File: config.mk
export PLATFORM = sky130hd
export DESIGN_NAME = idle_low_frame_rx
export DESIGN_NICKNAME = d
export VERILOG_FILES = /design/src/rtl/rxinv_pkg.sv /design/src/rtl/rx_sync.sv /design/src/rtl/rx_bit_timer.sv /design/src/rtl/rx_shift_reg.sv /design/src/rtl/rx_ready_pulse.sv /design/src/rtl/idle_low_frame_rx.sv
export SDC_FILE = /design/constraint.sdc
export NUM_CORES = 1
export LEC_CHECK = 0
export BUFFER_PORTS_ARGS = -buffer_cell sky130_fd_sc_hd__buf_2
export CORE_ASPECT_RATIO = 1.5
export CORE_MARGIN = 1.5
export CORE_UTILIZATION = 57
export CTS_CLUSTER_DIAMETER = 40
export DETAILED_ROUTE_END_ITERATION = 10
export PLACE_DENSITY = 0.77
export SETUP_SLACK_MARGIN = 0.1
export SYNTH_ARGS = -nofsm -noshare
export SYNTH_HDL_FRONTEND = slang
export SYNTH_SLANG_ARGS = --single-unit
File: constraint.sdc
create_clock -name clk -period 2.35 [get_ports clk]
set_input_delay 0.3525 -clock clk [delete_from_list [all_inputs] [get_ports clk]]
set_output_delay 0.3525 -clock clk [all_outputs]
set_load 0.05 [all_outputs]
File: src/rtl/rxinv_pkg.sv
package rxinv_pkg;

  typedef enum logic [2:0] {
    S_IDLE  = 3'd0,
    S_START = 3'd1,
    S_DATA  = 3'd2,
    S_STOP  = 3'd3,
    S_ERR   = 3'd4
  } rx_state_e;

  // tick count (zero based) at which the start level is confirmed
  function automatic int unsigned mid_limit(int unsigned tpb);
    return (tpb / 2) - 1;
  endfunction

  // tick count (zero based) that closes one bit window
  function automatic int unsigned full_limit(int unsigned tpb);
    return tpb - 1;
  endfunction

endpackage

File: src/rtl/rx_sync.sv
module rx_sync #(
  parameter int STAGES = 2
) (
  input  logic clk,
  input  logic rst_n,
  input  logic d,
  output logic q
);
  logic [STAGES-1:0] chain;

  generate
    if (STAGES == 1) begin : g_one
      always_ff @(posedge clk or negedge rst_n)
        if (!rst_n) chain <= '0;
        else        chain <= d;
    end else begin : g_many
      always_ff @(posedge clk or negedge rst_n)
        if (!rst_n) chain <= '0;
        else        chain <= {chain[STAGES-2:0], d};
    end
  endgenerate

  assign q = chain[STAGES-1];
endmodule

File: src/rtl/rx_bit_timer.sv
module rx_bit_timer
  import rxinv_pkg::*;
#(
  parameter int TICKS_PER_BIT = 16
) (
  input  logic clk,
  input  logic rst_n,
  input  logic tick,
  input  logic clear,
  output logic mid_hit,
  output logic full_hit
);
  localparam int CW = (TICKS_PER_BIT > 1) ? $clog2(TICKS_PER_BIT) : 1;
  localparam logic [CW-1:0] MID  = CW'(mid_limit(TICKS_PER_BIT));
  localparam logic [CW-1:0] FULL = CW'(full_limit(TICKS_PER_BIT));

  logic [CW-1:0] cnt;

  assign mid_hit  = tick && (cnt == MID);
  assign full_hit = tick && (cnt == FULL);

  always_ff @(posedge clk or negedge rst_n) begin
    if (!rst_n)        cnt <= '0;
    else if (clear)    cnt <= '0;
    else if (full_hit) cnt <= '0;
    else if (tick)     cnt <= cnt + 1'b1;
  end
endmodule

File: src/rtl/rx_shift_reg.sv
module rx_shift_reg #(
  parameter int WIDTH = 8
) (
  input  logic             clk,
  input  logic             rst_n,
  input  logic             shift_en,
  input  logic             bit_in,
  output logic [WIDTH-1:0] par_out
);
  // first bit in ends at bit 0 after WIDTH shifts
  always_ff @(posedge clk or negedge rst_n) begin
    if (!rst_n)        par_out <= '0;
    else if (shift_en) par_out <= {bit_in, par_out[WIDTH-1:1]};
  end
endmodule

File: src/rtl/rx_ready_pulse.sv
module rx_ready_pulse #(
  parameter int TICKS_PER_BIT = 16
) (
  input  logic clk,
  input  logic rst_n,
  input  logic tick,
  input  logic fire,
  output logic ready
);
  localparam int CW = (TICKS_PER_BIT > 1) ? $clog2(TICKS_PER_BIT) : 1;
  localparam logic [CW-1:0] LAST = CW'(TICKS_PER_BIT - 1);

  logic [CW-1:0] cnt;

  always_ff @(posedge clk or negedge rst_n) begin
    if (!rst_n) begin
      ready <= 1'b0;
      cnt   <= '0;
    end else if (fire) begin
      ready <= 1'b1;
      cnt   <= '0;
    end else if (ready && tick) begin
      if (cnt == LAST) ready <= 1'b0;
      cnt <= cnt + 1'b1;
    end
  end
endmodule

File: src/rtl/idle_low_frame_rx.sv
module idle_low_frame_rx
  import rxinv_pkg::*;
#(
  parameter int DATA_BITS     = 8,
  parameter int TICKS_PER_BIT = 16,
  parameter int SYNC_STAGES   = 2
) (
  input  logic                 clk,
  input  logic                 rst_n,
  input  logic                 tick,
  input  logic                 ext_line,
  input  logic                 loc_line,
  input  logic                 test_sel,
  output logic [DATA_BITS-1:0] rx_byte,
  output logic                 rx_ready,
  output logic                 rx_error
);
  localparam int BW = (DATA_BITS > 1) ? $clog2(DATA_BITS) : 1;
  localparam logic [BW-1:0] LAST_BIT = BW'(DATA_BITS - 1);

  rx_state_e state;
  logic [BW-1:0] bit_idx;
  logic ext_s, line_now, line_prev, rise;
  logic mid_hit, full_hit, timer_clear;
  logic start_ok, start_abort, bit_take, stop_take, stop_good, stop_bad;
  logic err_release;
  logic [DATA_BITS-1:0] shift_q;

  rx_sync #(.STAGES(SYNC_STAGES)) u_sync (
    .clk(clk), .rst_n(rst_n), .d(ext_line), .q(ext_s)
  );

  // loopback source is already in this clock domain
  assign line_now = test_sel ? loc_line : ext_s;

  always_ff @(posedge clk or negedge rst_n)
    if (!rst_n) line_prev <= 1'b0;
    else        line_prev <= line_now;

  assign rise        = line_now && !line_prev;
  assign start_ok    = (state == S_START) && mid_hit && line_now;
  assign start_abort = (state == S_START) && mid_hit && !line_now;
  assign bit_take    = (state == S_DATA) && full_hit;
  assign stop_take   = (state == S_STOP) && full_hit;
  assign stop_good   = stop_take && !line_now;
  assign stop_bad    = stop_take && line_now;
  assign err_release = (state == S_ERR) && !line_now;
  assign timer_clear = (state == S_IDLE) || (state == S_ERR) || start_ok;

  rx_bit_timer #(.TICKS_PER_BIT(TICKS_PER_BIT)) u_timer (
    .clk(clk), .rst_n(rst_n), .tick(tick), .clear(timer_clear),
    .mid_hit(mid_hit), .full_hit(full_hit)
  );

  rx_shift_reg #(.WIDTH(DATA_BITS)) u_shift (
    .clk(clk), .rst_n(rst_n), .shift_en(bit_take), .bit_in(line_now),
    .par_out(shift_q)
  );

  rx_ready_pulse #(.TICKS_PER_BIT(TICKS_PER_BIT)) u_rdy (
    .clk(clk), .rst_n(rst_n), .tick(tick), .fire(stop_good), .ready(rx_ready)
  );

  always_ff @(posedge clk or negedge rst_n) begin
    if (!rst_n) begin
      state   <= S_IDLE;
      bit_idx <= '0;
    end else begin
      case (state)
        S_IDLE:  if (rise) state <= S_START;
        S_START: begin
          if (start_ok) begin
            state   <= S_DATA;
            bit_idx <= '0;
          end else if (start_abort) begin
            state <= S_IDLE;
          end
        end
        S_DATA: if (bit_take) begin
          bit_idx <= bit_idx + 1'b1;
          if (bit_idx == LAST_BIT) state <= S_STOP;
        end
        S_STOP: begin
          if (stop_good)     state <= S_IDLE;
          else if (stop_bad) state <= S_ERR;
        end
        S_ERR:   if (err_release) state <= S_IDLE;
        default: state <= S_IDLE;
      endcase
    end
  end

  always_ff @(posedge clk or negedge rst_n)
    if (!rst_n)         rx_byte <= '0;
    else if (stop_take) rx_byte <= shift_q;

  assign rx_error = (state == S_ERR);


  rdy_err_excl_chk: assert property (@(posedge clk) disable iff (!rst_n)
    !(rx_ready && rx_error));


  err_hold_chk: assert property (@(posedge clk) disable iff (!rst_n)
    (rx_error && line_now) |=> rx_error);


  rdy_source_chk: assert property (@(posedge clk) disable iff (!rst_n)
    $rose(rx_ready) |-> $past(stop_good));


  start_abort_chk: assert property (@(posedge clk) disable iff (!rst_n)
    start_abort |=> (state == S_IDLE));


  byte_hold_chk: assert property (@(posedge clk) disable iff (!rst_n)
    !stop_take |=> $stable(rx_byte));


  no_start_in_err_chk: assert property (@(posedge clk) disable iff (!rst_n)
    (state == S_ERR) |=> (state != S_START));

endmodule

* After elaboration in Yosys (flattened, before gate mapping)
Index checks and enable logic that the tools add are counted.
Widths: inputs -> output; s select.
** Storage, ports and cells
- Output and inout bits :: 10
- Register bits after elaboration :: 34
- RAM bits :: 0
- Memories kept :: 0
- ROM bits :: 0
- Logic and storage cells :: 72
- Latch bits :: 0
** Cells by class
- Multiply operators :: 0
- Shift-type cells :: 0
- Divide/modulo/power cells :: 0
- Bitwise logic cells :: 0
- Reduce and logical (&&, ||, !) cells :: 24
- Add/subtract/negate cells :: 3
- Multiplexer cells :: 21
- Equal/unequal tests :: 15
- Order comparisons :: 0
** Operators with widths (number)
- $mux 3 :: 10
- $mux 4 :: 5
- $pmux 3 s5 :: 1
- $logic_and 1x1->1 :: 12
- $add 4x1->4 const B :: 2
- $eq 4x4->1 const B :: 2
- $eq 3x2->1 const B :: 2
- $eq 3x3->1 const B :: 2
- $ne 2x2->1 const B :: 3
- $ne 3x3->1 const B :: 2
- $pmux 3 s2 :: 1
- $reduce_and 6->1 :: 1
- $reduce_bool 2->1 :: 3
- $eq 4x3->1 const B :: 1
- $mux 1 :: 4
- $ne 2x1->1 const B :: 2
- $add 3x1->3 const B :: 1
- $eq 3x1->1 const B :: 1
- $logic_not 3->1 :: 1
- $reduce_and 3->1 :: 1
- $reduce_bool 3->1 :: 1
- $logic_not 1->1 :: 2
- $logic_or 1x1->1 :: 2
- $reduce_and 2->1 :: 1

* Depth between registers and ports, before layout
Gate-level depths: netlist (run 1).
- Word-level depth :: 7
- Mapped depth :: 5

* Cells and area by module
From an unflattened synthesis (run 1), not the netlist that was laid out.
** Second synthesis, totals
- Cells, all modules :: 125
- Area, all modules :: 1551.5 um^2
** Modules (own cells, without submodules)
- idle_low_frame_rx :: instances 1, cells each 60, area each 718.2 um^2
- rx_shift_reg :: instances 1, cells each 17, area each 331.6 um^2
- rx_bit_timer :: instances 1, cells each 25, area each 227.7 um^2
- rx_ready_pulse :: instances 1, cells each 21, area each 224.0 um^2
- rx_sync :: instances 1, cells each 2, area each 50.0 um^2

* Least setup slack after synthesis (run 1)
Ideal clock, no wire load.
- Path type :: reg2reg
- Start :: reg u_timer.cnt[0]
- End :: reg rx_byte[0]
- Data required time :: 2.225 ns
- Buffers on the path :: 1
- Cell stages (with the launch flop) :: 6
- Arrival time :: 1.574 ns
- Path slack :: 0.651 ns
- Library setup time :: 0.125 ns
- Path through :: dfrtp_1 > ha_1 > nand4b_4 > or3_1 > buf_6 > mux2_4
** Between the ends
- Cells in the longest elaborated chain, start to end :: 3
** Ends and longest elaborated chain
- from (decl) :: line rx_bit_timer.sv:17 : logic [CW-1:0] cnt;
- from (signal assigned) :: line rx_bit_timer.sv:26 : else if (tick) cnt <= cnt + 1'b1;
- $eq 4x4->1 :: line rx_bit_timer.sv:20 : assign full_hit = tick && (cnt == FULL);
- $logic_and 1x1->1 :: line rx_bit_timer.sv:20
- $logic_and 1x1->1 :: line idle_low_frame_rx.sv:44 : assign stop_take = (state == S_STOP) && full_hit;
- to (signal assigned) :: line idle_low_frame_rx.sv:95 : else if (stop_take) rx_byte <= shift_q;
- to (decl) :: line idle_low_frame_rx.sv:14 : output logic [DATA_BITS-1:0] rx_byte,
Every way passes these cells.
A chain may end at the register's enable or synchronous reset.

* Worst setup path in the final report (run 1)
- Start :: reg u_timer.cnt[0]
- End :: reg rx_byte[2]
The elaborated chain is that of the path after synthesis.

==> summary.md, run 1 <==
| Metric | Value |
|---|---|
| Area growth syn-to-layout | 11.69% |
| Worst min path class | in2async |
| Register area share after synthesis | 54.05% |
| Clock Path Buffers | 2 |
| CTS root buffer | clkbuf_8 |
| Cells after Synth | 125 |
| Hold buffers post-CTS | 0 |
| I/O pin count | 16 |
| Share of cells above drive strength 1 | 30.56% |
| Clk Latency, worst-skew pair | 290 ps |
| Final Slew Violations | 0 |
| Fmax | 497.8 MHz |
| # diodes | 0 |
| Vias per inst | 5.884 |
| H-tree depth | 2 |
| Req. time, crit path | 2520 ps |
| Syn Nets | 135 |
| Worst Tran Pin Value | 725.5 ps |
| Total GRT Usage | 22.40% |
| Critical Path Max Stage Delay | 580 ps |
| Placed cell area | 1667 sq um |
| Starting Density | 59.45% |
| Worst path cell trace | ha_1 -> nand4b_4 -> or3_1 -> mux2_4 |
| Final min period | 2009 ps |
| Worst Clk Skew | 6.427 ps |
| Netlist cell types | 34 |
| Detail Placement HPWL | 2058 microns |
| RSZ-0062 raised after global routing | false |
| Synth top area cells | dfrtp_1 54%, mux2_4 7.6%, mux2_2 5.7% |
| DRC | 0 |
| Final TNS setup | 0 ps |
| Cell Rows | 23 |
| Average wire per standard cell | 16.20 microns |
| Relative slew slack | 51.63% |
| Commonest non-fill, non-tap cell in the layout | dfrtp_1 |
| Post-synth EDFFs | 0 |
| Area leader, netlist | dfrtp_1 |
| Leak pwr | 0.9343 nW |
| Status | complete, no violations |
| Fin crit share | 85.48% |
| Chip height | 67.36 microns |
| Die area | 3092 sq um |
| Crit path kind | reg2reg |
| Crit path launch type | flop |
| Final WL | 2933 microns |
| First-pass DRT Iterations | 4 |
| RD Place Congestion | 0.7404 |
| CTS tree | built |
| Initial antenna violation count | 0 |
| Cell Area, Synth | 1574 sq um |
| VDD IR max | 0.5175 mV |
| Iteration-0 DRC Markers | 21 |
| Vias post-DR | 1065 |
| Synth warn | 0 |
| Number of global-route vias before repair | 1073 |
| Num CTS Buffers | 5 |
| Final nets | 153 |
| Async set-or-reset flop fraction in the synthesized netlist | 100.0% |
| Final setup fails | 0 |
| Most frequent cells in the layout | 34 x dfrtp_1, 15 x buf_2, 9 x nand2_1 |
| Worst setup EP type | flop |
| DIE WIDTH | 45.91 microns |
| Post-CTS Repair Setup Buffers | 0 |
| Core area | 2648 sq um |
| CP Data Arrival Time | 2180 ps |
| Power per standard cell area | 829.4 nW/um^2 |
| CP max FO | 9 |
| CP bufs+invs | 0 |
| Fin. Hold Viols | 0 |
| Crit-path leading delay family | simple AND/OR/NAND/NOR gates |
| Max-capacitance violation count | 0 |
| Synth Flop Type | dfrtp_1 |
| Largest net degree at the start of global routing | 35 |
| Post-synthesis register bit count | 34 |
| Clock sinks | 34 |
| Final antenna-violating net count | 0 |
| Total grt overflow | 0 |
| Post-CTS Resized | 0 |
| Area share of the leading cell type in the synthesized netlist | 54.05% |
| I/O Buffers | 15 |
| Syn Area/Cell | 12.59 sq um |
| Finished layout cell area | 1758 sq um |
| Slowest-stage cell, CP | or3_1 |
| First-pass GRT wire length | 4795 microns |
| Reg clk slew, reported paths | 70 ps |
[per-stage QoR]
stage               power (mW)  setup WS, ps  std cells  util (%)  hold WS (ps)
global placement        0.9991         460.6        173     62.95         335.0
global route             1.521         274.9        181     66.40         176.4
CTS                      1.463         359.6        181     66.40         150.8
finish                   1.458         341.2        181     66.40         117.7
detailed placement       1.025         388.8        173     62.95         346.6
floorplan               0.9551         651.0        125         -         56.91
[cell type report]
| type | instances | area, sq um |
|---|---|---|
| fill | 210 | 889.6 |
| sequential | 34 | 850.8 |
| multi-input combinational | 83 | 675.6 |
| clock buffer | 7 | 86.33 |
| timing repair buffer | 16 | 82.58 |
| tap | 37 | 46.29 |
| inverter | 3 | 11.26 |
| clock inverter | 1 | 5.005 |
[sequential cells by signal (all words and copies together), names as in the netlist]
name,cells
bit_idx,3
line_prev,1
rx_byte,8
state,3
u_rdy.cnt,4
u_rdy.ready,1
u_shift.par_out,8
u_sync.chain,2
u_timer.cnt,4
[kinds of logic after synthesis]
logic type | Yosys count | synth area share [%]
and+or+nand+nor | 37 | 14.63
DFF | 34 | 54.05
AOI/OAI and AO/OA | 19 | 7.631
muxes | 19 | 15.26
buffers and inverters | 8 | 3.020
xor gates and xnor gates | 4 | 2.226
adders and majority gates | 4 | 3.180
[metal layers]
metal / wire length (microns) / part of all wire [%] / GRT usage, % / vias up
li1: - / - / - / 487
met2: 1629 / 56 / 39.41 / 25
met3: 116 / 4.0 / 5.348 / 7
met4: 72 / 2.5 / 11.07 / 0
met5: 0 / 0 / 0 / -
met1: 1115 / 38 / 23.94 / 546
[synthesized netlist by cell type (2+ instances only)]
cell type	n
a2bb2oi_1	2
mux2i_1	3
nand4_1	2
nor2_1	7
dfrtp_1	34
ha_1	4
inv_1	3
buf_2	2
buf_4	2
mux2_2	8
mux2_4	8
or3_1	3
xor2_1	3
nand2_1	9
a21oi_1	7
o21ai_0	3
nand3_1	5
o211ai_1	2
nand4b_1	2
a31oi_1	2
[where the power goes]
group          total, mW  internal [mW]  switching, mW  leakage (nW)
Sequential         0.730          0.644         0.0866         0.455
Clock              0.440          0.236          0.204        0.0482
Combinational      0.287          0.121          0.167         0.431
[final timing paths]
check / startpoint / endpoint / slack, ps / cells past startpoint
min: rst_n / state[0] / 120 / 1
min in group clk: ext_line / u_sync.chain[0] / 170 / 1
max in group asynchronous: rst_n / u_shift.par_out[2] / 1770 / 1
max reg2reg: u_timer.cnt[0] / rx_byte[2] / 340 / 4
min reg2reg: u_sync.chain[0] / u_sync.chain[1] / 360 / 0
max: u_timer.cnt[0] / rx_byte[2] / 340 / 4
No activity file was read; power rests on OpenSTA's default activity.
==> run 2: changes to the inputs <==
Settings changed: CORE_UTILIZATION 57 to 55, MAX_ROUTING_LAYER from default to met4, PLACE_DENSITY 0.77 to 0.75, RECOVER_POWER from default to 50.
==> run 2 against run 1 <==
Compared with the run above:
- total power up 0.76%
- final cell count up 0.55%
- clock power up 2%
- final area up 0.28%
- global-route usage up 1.2 points
- flip-flop and latch count unchanged
- first-iteration DRC count up 29%
- sequential share of layout area down 0.14 points
- non-clock buffer count up 1
- via count down 2.7%
- core utilization down 1.2 points
- the flow now finishes with violations (max-capacitance violations, max-slew violations)
==> summary.md, run 2 (synthesis gave the netlist of run 1 again) <==
| Metric | Value |
|---|---|
| Status | finished, violations left (was complete, no violations) |
| Failing checks | max-capacitance violations, max-slew violations |
| Grt met2 use | 37.85% (was 39.41%) |
| Most frequent cells in the layout | 34 x dfrtp_1, 13 x buf_2, 9 x nand2_1 (was 34 x dfrtp_1, 15 x buf_2, 9 x nand2_1) |
| Worst setup EP type | flop (unchanged) |
| Post-CTS Repair Setup Buffers | 0 (unchanged) |
| Detail Placement HPWL | 2045 microns (was 2058 microns) |
| RD Place Congestion | 0.7233 (was 0.7404) |
| Crit path kind | reg2reg (unchanged) |
| Fmax | 499.4 MHz (was 497.8 MHz) |
| Clock power frac | 30.4% (was 30.2%) |
| CP max FO | 9 (unchanged) |
| Clock sinks | 34 (unchanged) |
| FF-to-FF Start | u_timer.cnt[0] (unchanged) |
| Power share of the combinational group | 19.8% (was 19.7%) |
| Met1 Track Usage GR | 24.70% (was 23.94%) |
| Hold depth | 1 |
| Util after Layout | 65.17% (was 66.40%) |
| Die area | 3199 sq um (was 3092 sq um) |
| RSZ-0062 raised after global routing | false (unchanged) |
| Switching power | 0.4688 mW (was 0.4574 mW) |
| Final WL | 2903 microns (was 2933 microns) |
| Reg2reg setup slack | 350 ps (was 340 ps) |
| Final Slew Violations | 35 (was 0) |
| Final antenna-violating net count | 0 (unchanged) |
| Sw frac | 31.91% (was 31.37%) |
| Fin. Hold Viols | 0 (unchanged) |
| First-pass DRT Iterations | 4 (unchanged) |
| Total power | 1.469 mW (was 1.458 mW) |
| Top Registers | rx_byte (8), u_shift.par_out (8) (unchanged) |
| End of the worst register-to-register path | rx_byte[3] (was rx_byte[2]) |
| CTS tree | built (unchanged) |
| CP Data Arrival Time | 2180 ps (about the same) |
| Worst Tran Pin Value | 1727 ps (was 725.5 ps) |
| # diodes | 0 (unchanged) |
| Met3 usage | 7.813% (was 5.348%) |
| Average wire per standard cell | 15.95 microns (was 16.20 microns) |
| Crit path launch type | flop (unchanged) |
| I/O Buffers | 15 (unchanged) |
| I/O pin count | 16 (unchanged) |
| Share of cells above drive strength 1 | 29.66% (was 30.56%) |
| Final nets | 154 (was 153) |
| Worst min path class | in2reg (was in2async) |
| Hold buffers post-CTS | 0 (unchanged) |
| Vias per inst | 5.692 (was 5.884) |
| Final setup fails | 0 (unchanged) |
| First-pass GRT wire length | 4919 microns (was 4795 microns) |
| Reg clk slew, reported paths | 70 ps (about the same) |
| Clock Path Buffers | 2 (unchanged) |
| Iteration-0 DRC Markers | 27 (was 21) |
| CTS root buffer | clkbuf_8 (unchanged) |
| Core area | 2705 sq um (was 2648 sq um) |
| Relative slew slack | -15.11% (was 51.63%) |
| DIE WIDTH | 46.68 microns (was 45.91 microns) |
| Worst Clk Skew | 4.910 ps (was 6.427 ps) |
| Clk Latency, worst-skew pair | 290 ps (about the same) |
| Number of global-route vias before repair | 1088 (was 1073) |
| Worst reg-to-reg path cell count | 4 (unchanged) |
| Area growth syn-to-layout | 12.00% (was 11.69%) |
| Post-CTS Resized | 0 (unchanged) |
| Chip height | 68.52 microns (was 67.36 microns) |
| Num CTS Buffers | 5 (unchanged) |
| DRC | 0 (unchanged) |
| Cell Rows | 23 (unchanged) |
| Max-capacitance violation count | 1 (was 0) |
| VDD IR max | 0.5000 mV (was 0.5175 mV) |
| Power per standard cell area | 833.3 nW/um^2 (was 829.4 nW/um^2) |
| Vias post-DR | 1036 (was 1065) |
| Final TNS setup | 0 ps (unchanged) |
| Fin crit share | 85.21% (was 85.48%) |
| Final min period | 2002 ps (was 2009 ps) |
| Reg power frac | 49.8% (was 50.1%) |
| Endpoint, Worst Hold | u_sync.chain[0] |
| GR peak layer | met2 (unchanged) |
| Initial antenna violation count | 0 (unchanged) |
| Cell-internal power | 1.000 mW (was 1.001 mW) |
| Leak pwr | 0.9272 nW (was 0.9343 nW) |
| Largest net degree at the start of global routing | 35 (unchanged) |
| Req. time, crit path | 2530 ps (was 2520 ps) |
| Starting Density | 58.19% (was 59.45%) |
| Commonest non-fill, non-tap cell in the layout | dfrtp_1 (unchanged) |
| Total grt overflow | 0 (unchanged) |
| H-tree depth | 2 (unchanged) |
| Worst Hold Launch | ext_line |
| Total GRT Usage | 23.65% (was 22.40%) |
run 2: changes by cell type in the layout (fill, tap and decap cells not counted):
cell | before | now
buf_2 | 15 | 13
clkbuf_1 | 1 | 3
clkinvlp_4 | 0 | 1
run 2: worst max path at each step:
stage / startpoint / end / slack (ps) / cells past startpoint
after floorplan: u_timer.cnt[0] / rx_byte[0] / 650 / 5
after global placement: u_timer.cnt[0] / rx_byte[0] / 460 / 4
after detailed placement: u_timer.cnt[0] / rx_byte[3] / 380 / 4
after CTS: u_timer.cnt[0] / rx_byte[3] / 340 / 4
after global routing: u_timer.cnt[0] / rx_byte[3] / 240 / 4
final: u_timer.cnt[0] / rx_byte[3] / 350 / 4
run 2: cell type report:
class,instances,area [sq um]
multi-input combinational,83,675.6
inverter,3,11.26
clock buffer,6,82.58
sequential,34,850.8
tap,37,46.29
timing repair buffer,17,83.83
fill,230,942.2
clock inverter,2,12.51
run 2: per-layer routing:
layer	routed length, microns	part of all wire, %	vias to the layer above
met4	74	2.5	0
met5	0	0	-
li1	-	-	488
met1	1089	38	507
met2	1586	55	33
met3	154	5.3	8
run 2: worst max-delay path: stages, from the launching register on:
cell      delay [ps]
dfrtp_1          420
ha_1             320
nand4b_4         180
or3_1            580
mux2_4           390
run 2: through the flow:
step / setup slack (ps) / std cells / hold slack [ps] / area, sq um
6_report: 347.5 / 182 / 163.8 / 1763
5_1_grt: 244.2 / 182 / 156.3 / 1763
4_1_cts: 336.1 / 182 / 138.7 / 1769
3_5_place_dp: 381.4 / 174 / 342.6 / 1674
3_3_place_gp: 461.6 / 174 / 336.3 / 1674
2_1_floorplan: 651.0 / 125 / 56.91 / 1574
run 2: power groups by stage:
stage	Clock [mW]	Sequential, mW	Combinational, mW
3_5_place_dp	0	0.736	0.291
2_1_floorplan	0	0.705	0.251
5_1_grt	0.478	0.740	0.329
3_3_place_gp	0	0.730	0.270
4_1_cts	0.451	0.729	0.294
6_report	0.447	0.731	0.291
==> run 3: changes to the inputs <==
Settings changed: CORE_MARGIN 1.5 to default.
==> run 3 against run 2 <==
Compared with the run above:
- the run still ends with max-capacitance violations, max-slew violations left
- critical endpoint is now rx_byte[5]
- maximum frequency is 1.2% higher
- core utilization is 0.56 points lower
- largest cell class unchanged
- total power is 3.6% lower
- via count is 2.6% lower
- critical path depth stayed put
- die area is 3.6% lower
- largest power group unchanged
==> summary.md, run 3 (synthesis gave the netlist of run 1 again) <==
| Metric | Value |
|---|---|
| Status | finished, violations left (unchanged) |
| Failing checks | max-capacitance violations, max-slew violations (unchanged) |
| Sw frac | 31.78% (was 31.91%) |
| Max-capacitance violation count | 1 (unchanged) |
| Post-CTS Repair Setup Buffers | 0 (unchanged) |
| Total power | 1.416 mW (was 1.469 mW) |
| Final antenna-violating net count | 0 (unchanged) |
| Area growth syn-to-layout | 11.05% (was 12.00%) |
| Critical Path Source | u_timer.cnt[0] (unchanged) |
| Vias post-DR | 1009 (was 1036) |
| Worst min path class | in2reg (unchanged) |
| Commonest non-fill, non-tap cell in the layout | dfrtp_1 (unchanged) |
| Total grt overflow | 0 (unchanged) |
| Cell Count, Final, Fillers Out | 180 (was 182) |
| Most frequent cells in the layout | 34 x dfrtp_1, 13 x buf_2, 9 x nand2_1 (unchanged) |
| VDD IR max | 0.5176 mV (was 0.5000 mV) |
| Crit path kind | reg2reg (unchanged) |
| Cell-internal power | 0.9658 mW (was 1.000 mW) |
| CP max FO | 9 (unchanged) |
| Number of global-route vias before repair | 1019 (was 1088) |
| Clock power frac | 28.4% (was 30.4%) |
| Hold buffers post-CTS | 0 (unchanged) |
| Die area | 3084 sq um (was 3199 sq um) |
| Worst setup EP type | flop (unchanged) |
| Vias per inst | 5.606 (was 5.692) |
| Post-CTS Resized | 0 (unchanged) |
| Final WL | 2630 microns (was 2903 microns) |
| Core area | 2705 sq um (unchanged) |
| Power share of the combinational group | 20.1% (was 19.8%) |
| Reg power frac | 51.5% (was 49.8%) |
| Leak pwr | 0.9151 nW (was 0.9272 nW) |
| RD Place Congestion | 0.7433 (was 0.7233) |
| Average wire per standard cell | 14.61 microns (was 15.95 microns) |
| Dpl cells | 173 (was 174) |
| End of the worst register-to-register path | rx_byte[5] (was rx_byte[3]) |
| Reg clk slew, reported paths | 70 ps (about the same) |
| Share of cells above drive strength 1 | 29.37% (was 29.66%) |
| Total GRT Usage | 21.81% (was 23.65%) |
| Worst reg-to-reg path cell count | 4 (unchanged) |
| DIE WIDTH | 45.68 microns (was 46.68 microns) |
| Worst Tran Pin Value | 1718 ps (was 1727 ps) |
| I/O pin count | 16 (unchanged) |
| RSZ-0062 raised after global routing | false (unchanged) |
| Final min period | 1980 ps (was 2002 ps) |
| Hold WS | 169.6 ps (was 163.8 ps) |
| Final Slew Violations | 35 (unchanged) |
| Clk Latency, worst-skew pair | 280 ps (was 290 ps) |
| Relative slew slack | -14.53% (was -15.11%) |
| Crit path launch type | flop (unchanged) |
| H-tree depth | 2 (unchanged) |
| CP endpoint | rx_byte[5] (was rx_byte[3]) |
| Num CTS Buffers | 5 (unchanged) |
| Fin. Hold Viols | 0 (unchanged) |
| Reg2reg setup slack | 370 ps (was 350 ps) |
| First-pass DRT Iterations | 4 (unchanged) |
| Clock sinks | 34 (unchanged) |
| # diodes | 0 (unchanged) |
| Switching power | 0.4499 mW (was 0.4688 mW) |
| Worst Clk Skew | 5.905 ps (was 4.910 ps) |
| Fin crit share | 84.23% (was 85.21%) |
| Final nets | 153 (was 154) |
| I/O Buffers | 15 (unchanged) |
| First-pass GRT wire length | 4554 microns (was 4919 microns) |
| Req. time, crit path | 2520 ps (was 2530 ps) |
| Top Registers | rx_byte (8), u_shift.par_out (8) (unchanged) |
| Fmax | 505.2 MHz (was 499.4 MHz) |
| Power per standard cell area | 809.9 nW/um^2 (was 833.3 nW/um^2) |
| DRC | 0 (unchanged) |
| CTS tree | built (unchanged) |
| CTS root buffer | clkbuf_8 (unchanged) |
| FF-to-FF Start | u_timer.cnt[0] (unchanged) |
| Starting Density | 58.19% (unchanged) |
| Initial antenna violation count | 0 (unchanged) |
| CP Data Arrival Time | 2150 ps (was 2180 ps) |
| Final setup fails | 0 (unchanged) |
| Final TNS setup | 0 ps (unchanged) |
| Largest net degree at the start of global routing | 35 (unchanged) |
| Iteration-0 DRC Markers | 24 (was 27) |
| Chip height | 67.52 microns (was 68.52 microns) |
| Detail Placement HPWL | 1947 microns (was 2045 microns) |
| Clock Path Buffers | 2 (unchanged) |
| Cell Rows | 23 (unchanged) |
==> run 3: cell types whose count changed in the layout (fill, tap and decap cells not counted) <==
cell / change
clkbuf_1: -1
clkbuf_8: -1
clkinv_2: -1
clkinvlp_4: +1
==> run 3: worst min path at each step <==
| stage | depth (start not counted) | end | slack (ps) | start |
|---|---|---|---|---|
| floorplan | 0 | bit_idx[0] | 60 | rst_n |
| global placement | 0 | u_sync.chain[1] | 340 | u_sync.chain[0] |
| detailed placement | 0 | u_sync.chain[1] | 340 | u_sync.chain[0] |
| CTS | 1 | u_timer.cnt[1] | 140 | rst_n |
| global route | 1 | u_sync.chain[0] | 150 | ext_line |
| finish | 1 | u_sync.chain[0] | 170 | ext_line |
==> run 3: final cells by class <==
type | count | area, sq um
Clock buffer | 5 | 68.82
Clock inverter | 2 | 15.01
Fill cell | 225 | 957.2
Inverter | 3 | 11.26
Multi-Input combinational cell | 83 | 675.6
Sequential cell | 34 | 850.8
Tap cell | 37 | 46.29
Timing Repair Buffer | 16 | 80.08
==> run 3: metrics by stage <==
step / setup WS (ps) / util (%) / instance area, sq um
6_report: 370.5 / 64.62 / 1748
5_1_grt: 257.9 / 64.62 / 1748
4_1_cts: 356.4 / 64.71 / 1750
3_5_place_dp: 371.3 / 61.61 / 1667
3_3_place_gp: 459.0 / 61.61 / 1667
2_1_floorplan: 651.0 / - / 1574
==> run 3: critical path, cell delays in order (launching register included) <==
cell and delay [ps]:
dfrtp_1 400, ha_1 320, nand4b_4 180, or3_1 570
mux2_4 380
==> run 3: per-layer routing <==
metal / GRT usage [%] / up-vias / share of wire (%)
met3: 5.882 / 8 / 3.5
met1: 24.33 / 496 / 42
li1: - / 483 / -
met4: 11.74 / 0 / 2.0
met2: 34.64 / 22 / 53
met5: - / - / 0
==> run 3: power groups by stage <==
stage,Clock (mW),Sequential [mW],Combinational [mW]
detailed placement,0,0.736,0.284
CTS,0.416,0.726,0.286
global route,0.439,0.735,0.322
global placement,0,0.730,0.268
floorplan,0,0.705,0.251
finish,0.402,0.729,0.284
